File: src/rtl/mmc_cmd_pkg.sv
package mmc_cmd_pkg;
    localparam int CMD_BYTES  = 5;
    localparam int BODY_BITS  = CMD_BYTES * 8;
    localparam int FRAME_BITS = BODY_BITS + 8;

    typedef enum logic [1:0] {CAP_IDLE, CAP_WAIT, CAP_RX} cap_state_e;

    function automatic logic [6:0] crc7_step(input logic [6:0] c, input logic b);
        logic fb;
        fb = b ^ c[6];
        return {c[5:0], 1'b0} ^ (fb ? 7'h09 : 7'h00);
    endfunction
endpackage

File: src/rtl/mmc_txq.sv
module mmc_txq
    import mmc_cmd_pkg::*;
#(
    parameter int DEPTH = 8,
    parameter int DW    = 8
) (
    input  logic                     clk,
    input  logic                     rst_n,
    input  logic                     ptr_rst,
    input  logic                     wr_en,
    input  logic [DW-1:0]            wr_data,
    input  logic                     pop,
    output logic [CMD_BYTES*DW-1:0]  body
);
    localparam int AW = $clog2(DEPTH);

    typedef struct packed {
        logic [AW-1:0] wr;
        logic [AW-1:0] rd;
    } ptr_t;

    ptr_t ptr_d, ptr_q;
    logic [DW-1:0] mem_q [DEPTH];

    always_comb begin
        ptr_d = ptr_q;
        if (ptr_rst) begin
            ptr_d = '0;
        end else begin
            if (wr_en) ptr_d.wr = ptr_q.wr + 1'b1;
            if (pop)   ptr_d.rd = ptr_q.rd + AW'(CMD_BYTES);
        end
    end

    always_ff @(posedge clk or negedge rst_n) begin
        if (!rst_n) ptr_q <= '0;
        else        ptr_q <= ptr_d;
    end

    always_ff @(posedge clk) begin
        if (wr_en && !ptr_rst) mem_q[ptr_q.wr] <= wr_data;
    end

    for (genvar g = 0; g < CMD_BYTES; g++) begin : g_body
        assign body[(CMD_BYTES-g)*DW-1 -: DW] = mem_q[ptr_q.rd + AW'(g)];
    end


    ptr_hold_chk: assert property (@(posedge clk) disable iff (!rst_n)
        ptr_rst |=> (ptr_q.wr == '0 && ptr_q.rd == '0));
endmodule

File: src/rtl/mmc_cmd_ser.sv
module mmc_cmd_ser
    import mmc_cmd_pkg::*;
(
    input  logic                 clk,
    input  logic                 rst_n,
    input  logic                 start,
    input  logic [BODY_BITS-1:0] body,
    output logic                 cmd_out,
    output logic                 cmd_oe,
    output logic                 busy,
    output logic                 last
);
    typedef struct packed {
        logic                 active;
        logic [5:0]           cnt;
        logic [BODY_BITS-1:0] sh;
        logic [6:0]           crc;
    } ser_t;

    ser_t d, q;

    always_comb begin
        d = q;
        if (!q.active) begin
            if (start) begin
                d.active = 1'b1;
                d.cnt    = '0;
                d.sh     = {2'b01, body[BODY_BITS-3:0]};
                d.crc    = '0;
            end
        end else begin
            if (q.cnt < 6'd40) begin
                d.crc = crc7_step(q.crc, q.sh[BODY_BITS-1]);
                d.sh  = {q.sh[BODY_BITS-2:0], 1'b0};
            end else if (q.cnt < 6'd47) begin
                d.crc = {q.crc[5:0], 1'b0};
            end
            if (q.cnt == 6'd47) d.active = 1'b0;
            d.cnt = q.cnt + 1'b1;
        end
    end

    always_ff @(posedge clk or negedge rst_n) begin
        if (!rst_n) q <= '0;
        else        q <= d;
    end

    assign cmd_oe  = q.active;
    assign busy    = q.active;
    assign last    = q.active && (q.cnt == 6'd47);
    assign cmd_out = !q.active      ? 1'b1 :
                     (q.cnt < 6'd40) ? q.sh[BODY_BITS-1] :
                     (q.cnt < 6'd47) ? q.crc[6] : 1'b1;


    start_bit_chk: assert property (@(posedge clk) disable iff (!rst_n)
        $rose(cmd_oe) |-> !cmd_out);

    end_bit_chk: assert property (@(posedge clk) disable iff (!rst_n)
        last |-> cmd_out);
endmodule

File: src/rtl/mmc_rsp_cap.sv
module mmc_rsp_cap
    import mmc_cmd_pkg::*;
#(
    parameter int RX_BYTES = 17
) (
    input  logic       clk,
    input  logic       rst_n,
    input  logic       go,
    input  logic       fmt_short,
    input  logic       chk_off,
    input  logic       cmd_in,
    input  logic       ptr_rst,
    input  logic       rd_en,
    output logic [7:0] rd_data,
    output logic       busy,
    output logic       last,
    output logic       crc_err
);
    localparam int RA = $clog2(RX_BYTES);

    typedef struct packed {
        cap_state_e    st;
        logic [7:0]    cnt;
        logic [7:0]    sh;
        logic [6:0]    crc;
        logic          short_l;
        logic          off_l;
        logic          err;
        logic [RA-1:0] rd;
    } cap_t;

    cap_t d, q;
    logic [7:0]    mem_q [RX_BYTES];
    logic          wr_en;
    logic [RA-1:0] wr_idx;
    logic [7:0]    nsh;
    logic          covered;
    logic [7:0]    len_m1;

    always_comb begin
        d       = q;
        wr_en   = 1'b0;
        last    = 1'b0;
        nsh     = {q.sh[6:0], cmd_in};
        wr_idx  = RA'(q.cnt[7:3]);
        len_m1  = q.short_l ? 8'd47 : 8'd135;
        covered = q.short_l ? (q.cnt < 8'd40) : (q.cnt >= 8'd8 && q.cnt < 8'd128);

        if (ptr_rst)
            d.rd = '0;
        else if (rd_en)
            d.rd = (q.rd == RA'(RX_BYTES-1)) ? '0 : q.rd + 1'b1;

        unique case (q.st)
            CAP_IDLE: if (go) begin
                d.st      = CAP_WAIT;
                d.short_l = fmt_short;
                d.off_l   = chk_off;
                d.err     = 1'b0;
            end
            CAP_WAIT: if (!cmd_in) begin
                d.st  = CAP_RX;
                d.cnt = 8'd1;
                d.sh  = '0;
                d.crc = '0;
            end
            CAP_RX: begin
                d.sh = nsh;
                if (covered) d.crc = crc7_step(q.crc, cmd_in);
                if (q.cnt[2:0] == 3'd7) wr_en = 1'b1;
                if (q.cnt == len_m1) begin
                    d.st = CAP_IDLE;
                    last = 1'b1;
                    if (!q.off_l && (nsh[7:1] != q.crc)) d.err = 1'b1;
                end
                d.cnt = q.cnt + 1'b1;
            end
            default: d.st = CAP_IDLE;
        endcase
    end

    always_ff @(posedge clk or negedge rst_n) begin
        if (!rst_n) q <= '{st: CAP_IDLE, default: '0};
        else        q <= d;
    end

    always_ff @(posedge clk) begin
        if (wr_en) mem_q[wr_idx] <= nsh;
    end

    assign rd_data = mem_q[q.rd];
    assign busy    = (q.st != CAP_IDLE);
    assign crc_err = q.err;


    crc_off_quiet_chk: assert property (@(posedge clk) disable iff (!rst_n)
        (last && q.off_l) |=> !crc_err);

    wait_hold_chk: assert property (@(posedge clk) disable iff (!rst_n)
        (q.st == CAP_WAIT && cmd_in) |=> (q.st == CAP_WAIT));

    rd_ptr_hold_chk: assert property (@(posedge clk) disable iff (!rst_n)
        ptr_rst |=> (q.rd == '0));
endmodule

File: src/rtl/mmc_cmd_engine.sv
module mmc_cmd_engine
    import mmc_cmd_pkg::*;
#(
    parameter int TXQ_DEPTH = 8,
    parameter int RX_BYTES  = 17
) (
    input  logic       clk,
    input  logic       rst_n,
    input  logic       cmd_en,
    input  logic       rsp_en,
    input  logic       rsp_short,
    input  logic       crc_off,
    input  logic       txq_ptr_rst,
    input  logic       rxq_ptr_rst,
    input  logic       txq_wr_en,
    input  logic [7:0] txq_wr_data,
    input  logic       rxq_rd_en,
    output logic [7:0] rxq_rd_data,
    input  logic       cmd_in,
    output logic       cmd_out,
    output logic       cmd_oe,
    output logic       done,
    output logic       crc_err
);
    typedef struct packed {
        logic cmd_en;
        logic rsp_en;
        logic armed;
        logic fmt;
        logic off;
        logic done;
    } ctl_t;

    ctl_t d, q;
    logic                 cmd_fall, rsp_fall, start, go;
    logic                 ser_busy, ser_last, cap_busy, cap_last;
    logic [BODY_BITS-1:0] body;

    assign cmd_fall = q.cmd_en && !cmd_en;
    assign rsp_fall = q.rsp_en && !rsp_en;
    assign start    = cmd_fall && !ser_busy && !cap_busy;
    assign go       = ser_last && q.armed;

    always_comb begin
        d        = q;
        d.cmd_en = cmd_en;
        d.rsp_en = rsp_en;
        if (go) d.armed = 1'b0;
        if (rsp_fall) begin
            d.armed = 1'b1;
            d.fmt   = rsp_short;
            d.off   = crc_off;
        end
        d.done = (ser_last && !q.armed) || cap_last;
    end

    always_ff @(posedge clk or negedge rst_n) begin
        if (!rst_n) q <= '0;
        else        q <= d;
    end

    mmc_txq #(.DEPTH(TXQ_DEPTH), .DW(8)) u_txq (
        .clk(clk), .rst_n(rst_n), .ptr_rst(txq_ptr_rst),
        .wr_en(txq_wr_en), .wr_data(txq_wr_data), .pop(start), .body(body)
    );

    mmc_cmd_ser u_ser (
        .clk(clk), .rst_n(rst_n), .start(start), .body(body),
        .cmd_out(cmd_out), .cmd_oe(cmd_oe), .busy(ser_busy), .last(ser_last)
    );

    mmc_rsp_cap #(.RX_BYTES(RX_BYTES)) u_cap (
        .clk(clk), .rst_n(rst_n), .go(go), .fmt_short(q.fmt), .chk_off(q.off),
        .cmd_in(cmd_in), .ptr_rst(rxq_ptr_rst), .rd_en(rxq_rd_en),
        .rd_data(rxq_rd_data), .busy(cap_busy), .last(cap_last), .crc_err(crc_err)
    );

    assign done = q.done;


    done_pulse_chk: assert property (@(posedge clk) disable iff (!rst_n)
        done |=> !done);

    line_turn_chk: assert property (@(posedge clk) disable iff (!rst_n)
        !(cmd_oe && cap_busy));

    busy_ignore_chk: assert property (@(posedge clk) disable iff (!rst_n)
        (cmd_fall && cap_busy) |=> !cmd_oe);
endmodule

File: config.mk
export PLATFORM = sky130hd
export DESIGN_NAME = mmc_cmd_engine
export DESIGN_NICKNAME = d
export VERILOG_FILES = /design/src/rtl/mmc_cmd_pkg.sv /design/src/rtl/mmc_txq.sv /design/src/rtl/mmc_cmd_ser.sv /design/src/rtl/mmc_rsp_cap.sv /design/src/rtl/mmc_cmd_engine.sv
export SDC_FILE = /design/constraint.sdc
export NUM_CORES = 1
export LEC_CHECK = 0
export CAP_MARGIN = 10
export CORE_MARGIN = 5
export CORE_UTILIZATION = 40
export CTS_BUF_LIST = sky130_fd_sc_hd__clkbuf_8
export DETAILED_ROUTE_END_ITERATION = 16
export DONT_BUFFER_PORTS = 1
export GPL_TIMING_DRIVEN = 0
export SYNTH_ARGS = -nofsm -noshare
export SYNTH_HDL_FRONTEND = slang
export SYNTH_HIERARCHICAL = 1
export SYNTH_SLANG_ARGS = --single-unit
File: constraint.sdc
create_clock -name clk -period 2.65 [get_ports clk]
set_input_delay 0.3975 -clock clk [delete_from_list [all_inputs] [get_ports clk]]
set_output_delay 0.3975 -clock clk [all_outputs]
set_load 0.02 [all_outputs]
* Word-level counts from Yosys, hierarchy flattened
Memories as Yosys holds them, arrays and structs flattened. Index checks and enable logic that the tools add are counted.
Storage, ports and cells: register bits 98, bits in latches 0, RAM bits 200, ROM bits 0, input bits 19, output and inout bits 12, logic and storage cells 127, memories kept 2
Memories:
- u_cap.mem_q | words 17, bits a word 8, read ports 1, clocked after memory_dff 0, write ports 1, RTL line mmc_rsp_cap.sv:33 | logic [7:0] mem_q [RX_BYTES];
- u_txq.mem_q | words 8, bits a word 8, read ports 5, clocked after memory_dff 0, write ports 1, RTL line mmc_txq.sv:23 | logic [DW-1:0] mem_q [DEPTH];
Operators by class: add/subtract/negate cells 9, $mul 0, div/mod/pow operators 0, $lt $le $gt $ge 5, equality and inequality tests 14, shifts and indexed selects 0, mux-type cells 39, bitwise logic cells 4, reductions and logical operators 34
Operators with widths (count):
- $mux 54 | 2
- $pmux 23 s2 | 1
- $mux 40 | 1
- $mux 25 | 1
- $mux 7 | 3
- $mux 1 | 17
- $reduce_bool 2->1 | 8
- $mux 5 | 3
- $xor 7x7->7 | 2
- $lt 6x6->1 const B | 2
- $logic_and 1x1->1 | 10
- $mux 3 | 3
- $add 8x1->8 const B | 1
- $eq 8x8->1 | 1
- $ge 8x4->1 const B | 1
- $lt 8x6->1 const B | 1
- $lt 8x8->1 const B | 1
- $mux 4 | 2
- $mux 8 | 1
- $reduce_and 2->1 | 4
- $logic_not 1->1 | 7
- $ne 7x7->1 | 1
- $add 3x1->3 const B | 2
- $add 3x2->3 const B | 2
- other kinds (20) | 28

* Logic depth before layout (Yosys ltp)
Gate-level depths: netlist of run 1.
word-level depth 6, gate-level depth with buffers 9, gate-level depth less buffers 8

* Modules after synthesis
The synthesis of run 1 kept the hierarchy.
Modules (own cells, without submodules):
- mmc_rsp_cap | instances 1, cells an instance 404, area each 6885.4 um^2, seq. area each 4884.7 um^2
- mmc_txq | instances 1, cells an instance 267, area each 4055.1 um^2, seq. area each 2072.0 um^2
- mmc_cmd_ser | instances 1, cells an instance 333, area each 2921.6 um^2, seq. area each 1351.3 um^2
- mmc_cmd_engine | instances 1, cells an instance 14, area each 227.7 um^2, seq. area each 150.1 um^2

* Worst setup path after synthesis of run 1
No wires, ideal clock.
kind reg2reg, start point register u_txq/ptr_q[1] in the netlist's numbering, end point register u_ser/q[16] in the netlist's numbering, setup time 0.141 ns, arrival time 2.502 ns, data required time 2.509 ns, path slack 0.006 ns, cell stages (with the launch flop) 10, path buffers 4, period minus slack after synthesis 2.644 ns, cell sequence dfrtp_1 -> clkbuf_1 -> clkinv_1 -> clkbuf_1 -> ha_1 -> buf_2 -> clkbuf_1 -> mux4_2 -> a211oi_1 -> a31oi_1
On the way: word-level cells in the longest chain between the ends 4
RTL lines:
- from (decl) | RTL line mmc_txq.sv:22 | ptr_t ptr_d, ptr_q;
- from (signal assigned) | RTL line mmc_txq.sv:37 | else ptr_q <= ptr_d;
- $add 3x2->3 | RTL line mmc_txq.sv:45 | assign body[(CMD_BYTES-g)*DW-1 -: DW] = mem_q[ptr_q.rd + AW'(g)];
- $mem_v2 8x8
- net body[9] | RTL line mmc_cmd_engine.sv:37 | logic [BODY_BITS-1:0] body;
- $mux 54 | RTL line mmc_cmd_ser.sv:25 | if (start) begin
- $mux 54 | RTL line mmc_cmd_ser.sv:24 | if (!q.active) begin
- to (signal assigned) | RTL line mmc_cmd_ser.sv:44 | if (!rst_n) q <= '0;
- to (signal assigned) | RTL line mmc_cmd_ser.sv:45 | else q <= d;
- to (decl) | RTL line mmc_cmd_ser.sv:20 | ser_t d, q;
The timed path passes the listed nets, and every way through them passes these cells. The select of a mux whose other input is x is not followed. A chain may end at the register's enable or synchronous reset.

* Final worst setup path of run 1
start point register u_cap/q[0] in the netlist's numbering, end point output rxq_rd_data[1]
On the way: word-level cells in the longest chain between the ends 1
RTL lines:
- from (decl) | RTL line mmc_rsp_cap.sv:32 | cap_t d, q;
- from (signal assigned) | RTL line mmc_rsp_cap.sv:83 | if (!rst_n) q <= '{st: CAP_IDLE, default: '0};
- from (signal assigned) | RTL line mmc_rsp_cap.sv:84 | else q <= d;
- $mem_v2 17x8
- to (decl) | RTL line mmc_cmd_engine.sv:18 | output logic [7:0] rxq_rd_data,
Every way passes these cells.

==> summary.md, run 1 <==
| Metric | Value |
|---|---|
| Multi-input gate area | `5309 sq um` |
| Most frequent cells in the layout | `edfxtp_1 (200), nand2_1 (122), dfrtp_1 (97)` |
| WL final | `33350 microns` |
| Mapped Nets | `1039` |
| M1 wire length | `14700 microns` |
| Data required, critical path | `2.25 ns` |
| Sequential Power Share | `52.7%` |
| Met2 WL | `15800 microns` |
| Critical Path, Cell by Cell | `buf_8 -> buf_12 -> mux4_2 -> o22ai_4 -> a311oi_2 -> a21o_1` |
| Hold Crit Class | `input port to register` |
| CP max FO | `6` |
| Period utilization | `105.9%` |
| Routed wl met3 | `1735 microns` |
| Cell count after synthesis | `1012` |
| Final Wtd Congestion | `0.7897` |
| Synth warn | `6` |
| Slew Limit Headroom | `33.80%` |
| Fin. Hold Viols | `0` |
| Total GRT Usage | `17.26%` |
| Htree depth | `2` |
| Filler Cells Inserted | `3037` |
| Outcome | `finished with violations` |
| Ant diodes | `0` |
| # setup viols final | `8` |
| Worst-margin pin slew | `0.9894 ns` |
| Crit path kind | `register to primary output` |
| Clk pwr share | `40.4%` |
| Net Sw Frac | `24.10%` |
| Antenna viol nets, final | `0` |
| Share of cells above drive strength 1 | `23.81%` |
| CTS tree | `yes` |
| Gr ovfl total | `0` |
| Switch Pwr | `2.364 mW` |
| Width of the chip | `197.4 microns` |
| Clk_lat worst skew | `0.62 ns` |
| Pins Over Slew Limit | `0` |
| Post-DP HPWL | `21750 microns` |
| Via count | `8716` |
| Final setup TNS | `-1.031 ns` |
| Clk slew on worst S/H paths | `0.06 ns` |
| Slowest cell on crit path | `mux4_2` |
| Unrepaired setup endpoints after global routing | `yes` |
| Post-Syn Area | `14050 sq um` |
| Initial antenna violation count | `0` |
| Logic pwr share | `6.9%` |
| Buf/Inv on CP | `2` |
| Max Cap Viol | `0` |
| Clock skew | `0.04255 ns` |
| Longest Clk Path Bufs | `3` |
| Maximum VDD drop | `0.3989 mV` |
| IO Count | `31` |
| Pin count of the biggest net entering global routing | `99` |
| Startpoint Class | `register` |
| First DRT Iteration DRCs | `623` |
| FP Rows | `68` |
| Area Overhead vs Synth | `14.56%` |
| Core area | `34630 sq um` |
| Crit path capture type | `primary output` |
| Die height | `197.4 microns` |
| First-pass GRT wire length | `52040 microns` |
| Vias in the first global route | `8796` |
| Min Tclk post-route | `2.805 ns` |
| DR pass1 iterations | `5` |
| Die area | `38970 sq um` |
| Crit path DAT | `2.41 ns` |
| DR WL/cell | `21.04 microns` |
| Non-filler cells, final | `1585` |
| DR vias/cell | `5.499` |
| Failing checks | `negative setup slack` |
| PD cells | `609.5 nW/um^2` |
| CP max stage delay | `0.56 ns` |
| Initial Util | `40.57%` |
| Root Buffer | `clkbuf_8` |
| Avg Cell Area, Syn | `13.88 sq um` |
| Final setup margin | `-0.1554 ns` |
| Leakage | `5.795 nW` |
| Reg area | `8459 sq um` |
| Post-layout nets | `1116` |
| Clk sink count | `298` |
| Crit path max-delay family | `multiplexers` |
| Fmax achieved | `0.3565 GHz` |
| Most common cell after layout, fill and taps aside | `edfxtp_1` |
| Cells after DPL | `1471` |
| Pint | `7.444 mW` |
| CTS Buf Count | `50` |
| Port Buf Inserts | `0` |
| Max Used Layer | `met4` |
| Drc violations | `0` |
[per-layer routing]
| layer | up-vias | GRT usage, % |
|---|---|---|
| met5 | - | 0 |
| met4 | 0 | 6.394 |
| met3 | 65 | 3.804 |
| met2 | 208 | 27.19 |
| met1 | 4420 | 23.63 |
| li1 | 4023 | - |
[stage by stage]
step / total power, mW / area, sq um / hold slack (ns) / utilization, % / setup slack (ns)
after global placement: 5.791 / 14620 / 0.1071 / 42.21 / -0.8952
after floorplan: 5.656 / 14050 / 0.1019 / - / 0.03888
final: 9.808 / 16090 / 0.03324 / 46.47 / -0.1554
after global routing: 10.23 / 16090 / 0.04289 / 46.47 / -0.2604
after CTS: 9.936 / 16050 / 0.002135 / 46.35 / -0.1787
after detailed placement: 5.808 / 14680 / 0.1072 / 42.41 / -0.7642
[worst paths after layout]
| kind | start | endpoint | slack (ns) | cells after the start |
|---|---|---|---|---|
| max reg2reg | u_txq/ptr_q[0] | u_ser/q[21] | 0.10 | 9 |
| min in group asynchronous | rst_n | u_txq/ptr_q[4] | 0.38 | 2 |
| max | u_cap/q[0] | rxq_rd_data[1] | -0.16 | 6 |
| min | rxq_rd_en | u_cap/q[0] | 0.03 | 3 |
| max in group asynchronous | rst_n | u_cap/q[1] | 1.75 | 2 |
| min reg2reg | u_cap/q[23] | u_cap/q[23] | 0.51 | 1 |
[sequential cells by signal, summed over array words and instances (netlist names)]
register,count
q,5
u_cap/mem_q,136
u_cap/crc_err,1
u_cap/nsh,7
u_ser/busy,1
done,1
u_ser/q,53
u_cap/q,24
u_txq/mem_q,64
u_txq/ptr_q,6
[power groups by stage]
stage	combinational (mW)	sequential, mW	clock (mW)
after CTS	0.680	5.17	4.08
after detailed placement	0.542	5.27	0
final	0.677	5.17	3.96
after floorplan	0.426	5.23	0
after global placement	0.527	5.26	0
after global routing	0.747	5.19	4.30
[worst register-to-register path, stage by stage (launching register included)]
cell,delay [ns]
dfrtp_2,0.41
buf_8,0.18
buf_6,0.20
inv_1,0.07
ha_1,0.25
xor2_4,0.19
buf_12,0.17
mux4_2,0.57
a211oi_1,0.27
a31oi_1,0.06
[layout make-up]
type                    count  area share [%]
clock inverters            37           1.190
repair buffers             28           1.905
clock buffers              56           4.789
multi-input cells         629           32.99
inverters                  13          0.3343
plain buffers              69           2.690
flip-flops and latches    298           52.57
well taps                 455           3.538
[repair_timing]
action,CTS,global route
resized for setup,34,10
hold endpoints to repair,193,0
buffers inserted,5,0
setup endpoints to repair,25,33
pin swaps,1,3
hold buffers,18,0
gates cloned,1,0
(Power assumes the default switching activity.)
==> run 2, diff against run 1 <==
- SYNTH_HIERARCHICAL: 1 -> not set
==> run 2 against run 1 <==
  * The run still ends with negative setup slack left
  * Worst hold slack better by 0.045 ns
  * First-iteration DRC count down 18%
  * Synthesized cell count down 8.6%
  * Global-route usage down 0.83 points
  * Count of clock-buffer cells in the layout down 9
  * Worst setup slack better by 0.13 ns
  * Routed wire length down 5.8%
  * Sequential share of layout area up 0.37 points
  * Clock power down 3%
  * Via count down 6.0%
  * Highest routed layer unchanged
==> summary.md, run 2 <==
| Metric | Value |
|---|---|
| Outcome | `finished with violations` |
| Failing checks | `negative setup slack` |
| Post-Syn Area | `13720 sq um` |
| PD cells | `597.2 nW/um^2` |
| Width of the chip | `195.2 microns` |
| Crit path kind | `register to primary output` |
| Gr ovfl total | `0` |
| Drc violations | `0` |
| Htree depth | `2` |
| Hold path depth | `3` |
| Max Cap Viol | `0` |
| CTS Buf Count | `47` |
| Clk sink count | `298` |
| Hold Crit Class | `input port to register` |
| Leakage | `5.697 nW` |
| Crit path DAT | `2.28 ns` |
| Post-synth top area share | `43.78%` |
| Ant diodes | `0` |
| Pre-CTS setup slack | `-0.9251 ns` |
| First-pass GRT wire length | `49580 microns` |
| Slew Limit Headroom | `35.72%` |
| IO Count | `31` |
| Pin count of the biggest net entering global routing | `99` |
| Most frequent cells in the layout | `edfxtp_1 (200), dfrtp_1 (97), mux4_2 (80)` |
| WL final | `31430 microns` |
| Core area | `33700 sq um` |
| Routed wl met3 | `1354 microns` |
| DR pass1 iterations | `5` |
| Period utilization | `100.9%` |
| Die area | `38100 sq um` |
| DR WL/cell | `21.31 microns` |
| Startpoint Class | `register` |
| Synth top cells by count | `edfxtp_1 (200), dfrtp_1 (98), mux4_2 (80)` |
| DR vias/cell | `5.552` |
| Data required, critical path | `2.25 ns` |
| Post-DP HPWL | `21250 microns` |
| Root Buffer | `clkbuf_8` |
| Clk slew on worst S/H paths | `0.06 ns` |
| Vias in the first global route | `8639` |
| Port Buf Inserts | `0` |
| Worst-margin pin slew | `0.9610 ns` |
| Final setup TNS | `-0.04348 ns` |
| Synth unique cells | `63` |
| Min Tclk post-route | `2.673 ns` |
| Longest Clk Path Bufs | `3` |
| Post-layout nets | `1019` |
| Die height | `195.2 microns` |
| FF+latch count, synth | `298` |
| Filler Cells Inserted | `2951` |
| Cell count after synthesis | `925` |
| Met2 WL | `15960 microns` |
| Clock skew | `0.02015 ns` |
| Reg-to-reg critical path startpoint | `u_cap.q[32]` |
| # setup viols final | `3` |
| Total GRT Usage | `16.43%` |
| Crit path capture type | `primary output` |
| R2R setup slack | `0.14 ns` |
| Hold Path End | `u_cap.q[3]` |
| Regs by FF count | `u_cap.mem_q x136, u_txq.mem_q x64, u_ser.q x53` |
| Cell taking the most area after synthesis | `edfxtp_1` |
| Initial Util | `40.71%` |
| EDFF count, synth | `200` |
| Most frequent cell after synthesis | `edfxtp_1` |
| Largest register FFs | `136` |
| Reg2Reg Depth | `4` |
| Final setup margin | `-0.02263 ns` |
| Biggest register | `u_cap.mem_q` |
| Share of cells above drive strength 1 | `25.22%` |
| First DRT Iteration DRCs | `511` |
| Fin. Hold Viols | `0` |
| Antenna viol nets, final | `0` |
| CP max FO | `7` |
| Unrepaired setup endpoints after global routing | `yes` |
| Mapped Nets | `952` |
| Max Used Layer | `met4` |
| Sequential-to-total area share from yosys stat | `61.65%` |
| FF-to-FF End | `u_cap.mem_q[15][4]` |
| FP Rows | `67` |
| M1 wire length | `13360 microns` |
| Area contributors post-synth | `edfxtp_1 (44%), dfrtp_1 (18%), mux4_2 (13%)` |
| Top FF cell, synth | `edfxtp_1` |
| Initial antenna violation count | `0` |
| Ys async rst share | `32.89%` |
| Fmax achieved | `0.3742 GHz` |
| Synth warn | `0` |
| Hold path startpoint | `rxq_rd_en` |
| Avg Cell Area, Syn | `14.83 sq um` |
| Most common cell after layout, fill and taps aside | `edfxtp_1` |
| Design Power | `9.544 mW` |
| Pins Over Slew Limit | `0` |
| Maximum VDD drop | `0.5296 mV` |
| Via count | `8189` |
| CTS tree | `yes` |
| Area Overhead vs Synth | `16.49%` |
| Final Wtd Congestion | `0.8306` |
| Clk_lat worst skew | `0.58 ns` |
-- run 2: through the flow --
stage | utilization (%) | area [sq um] | hold WS [ns] | cells
after global routing | 47.42 | 15980 | 0.05114 | 1475
final | 47.42 | 15980 | 0.07816 | 1475
after floorplan | - | 13720 | 0.1019 | 925
after global placement | 42.37 | 14280 | 0.1050 | 1373
after CTS | 47.13 | 15880 | 0.03544 | 1475
after detailed placement | 42.48 | 14320 | 0.1097 | 1376
-- run 2: worst max-delay path by stage --
stage / slack, ns / startpoint / endpoint
2_1_floorplan: 0.03 / u_txq.ptr_q[1] / u_ser.q[21]
3_3_place_gp: -0.92 / u_txq.ptr_q[1] / u_ser.q[15]
3_5_place_dp: -0.93 / u_txq.ptr_q[1] / u_ser.q[15]
4_1_cts: -0.03 / u_cap.q[0] / rxq_rd_data[5]
5_1_grt: -0.15 / u_cap.q[0] / rxq_rd_data[5]
6_report: -0.02 / u_cap.q[0] / rxq_rd_data[5]
-- run 2: cells by family after synthesis --
logic type | Yosys count | share of synthesized area, %
buf+inv | 76 | 2.608
flops | 298 | 61.65
fa+ha+maj | 8 | 0.7296
compound gates | 165 | 7.478
xor+xnor | 17 | 1.195
mux | 153 | 18.53
simple gates | 208 | 7.807
-- run 2: worst max-delay path, cell delays in order, from the launching register on --
cell and delay [ns]:
dfrtp_1 0.39, buf_8 0.17, mux4_2 0.55, a22oi_2 0.21, a31oi_1 0.11, a21o_1 0.26
-- run 2: what timing repair did --
action                                  4_1_cts  5_1_grt
pin swaps                                    23        6
hold buffers                                 16        0
gates resized for setup                      94       20
hold endpoints to repair                    190        0
gates cloned                                  0        0
setup buffers                                 5        0
endpoints found under the setup margin       26       19
-- run 2: power by group --
group	switching, mW	leakage (nW)	internal, mW	total (mW)
clock network	1.77	0.510	2.06	3.83
logic	0.281	2.09	0.259	0.540
registers	0.107	3.10	5.07	5.17
-- run 2: layer usage --
metal,vias to the layer above,global-route usage (%)
met5,-,0
met2,220,28.30
met3,63,2.757
li1,3764,-
met4,0,5.043
met1,4142,21.46
-- run 2: layout make-up --
| class | instances | area (sq um) | area share (%) |
|---|---|---|---|
| Buffer | 58 | 421.7 | 2.638 |
| Clock buffer | 47 | 646.9 | 4.048 |
| Clock inverter | 37 | 271.5 | 1.699 |
| Inverter | 12 | 48.80 | 0.3053 |
| Multi-Input combinational cell | 551 | 5340 | 33.41 |
| Sequential cell | 298 | 8459 | 52.93 |
| Tap cell | 448 | 560.5 | 3.507 |
| Timing Repair Buffer | 24 | 232.7 | 1.456 |
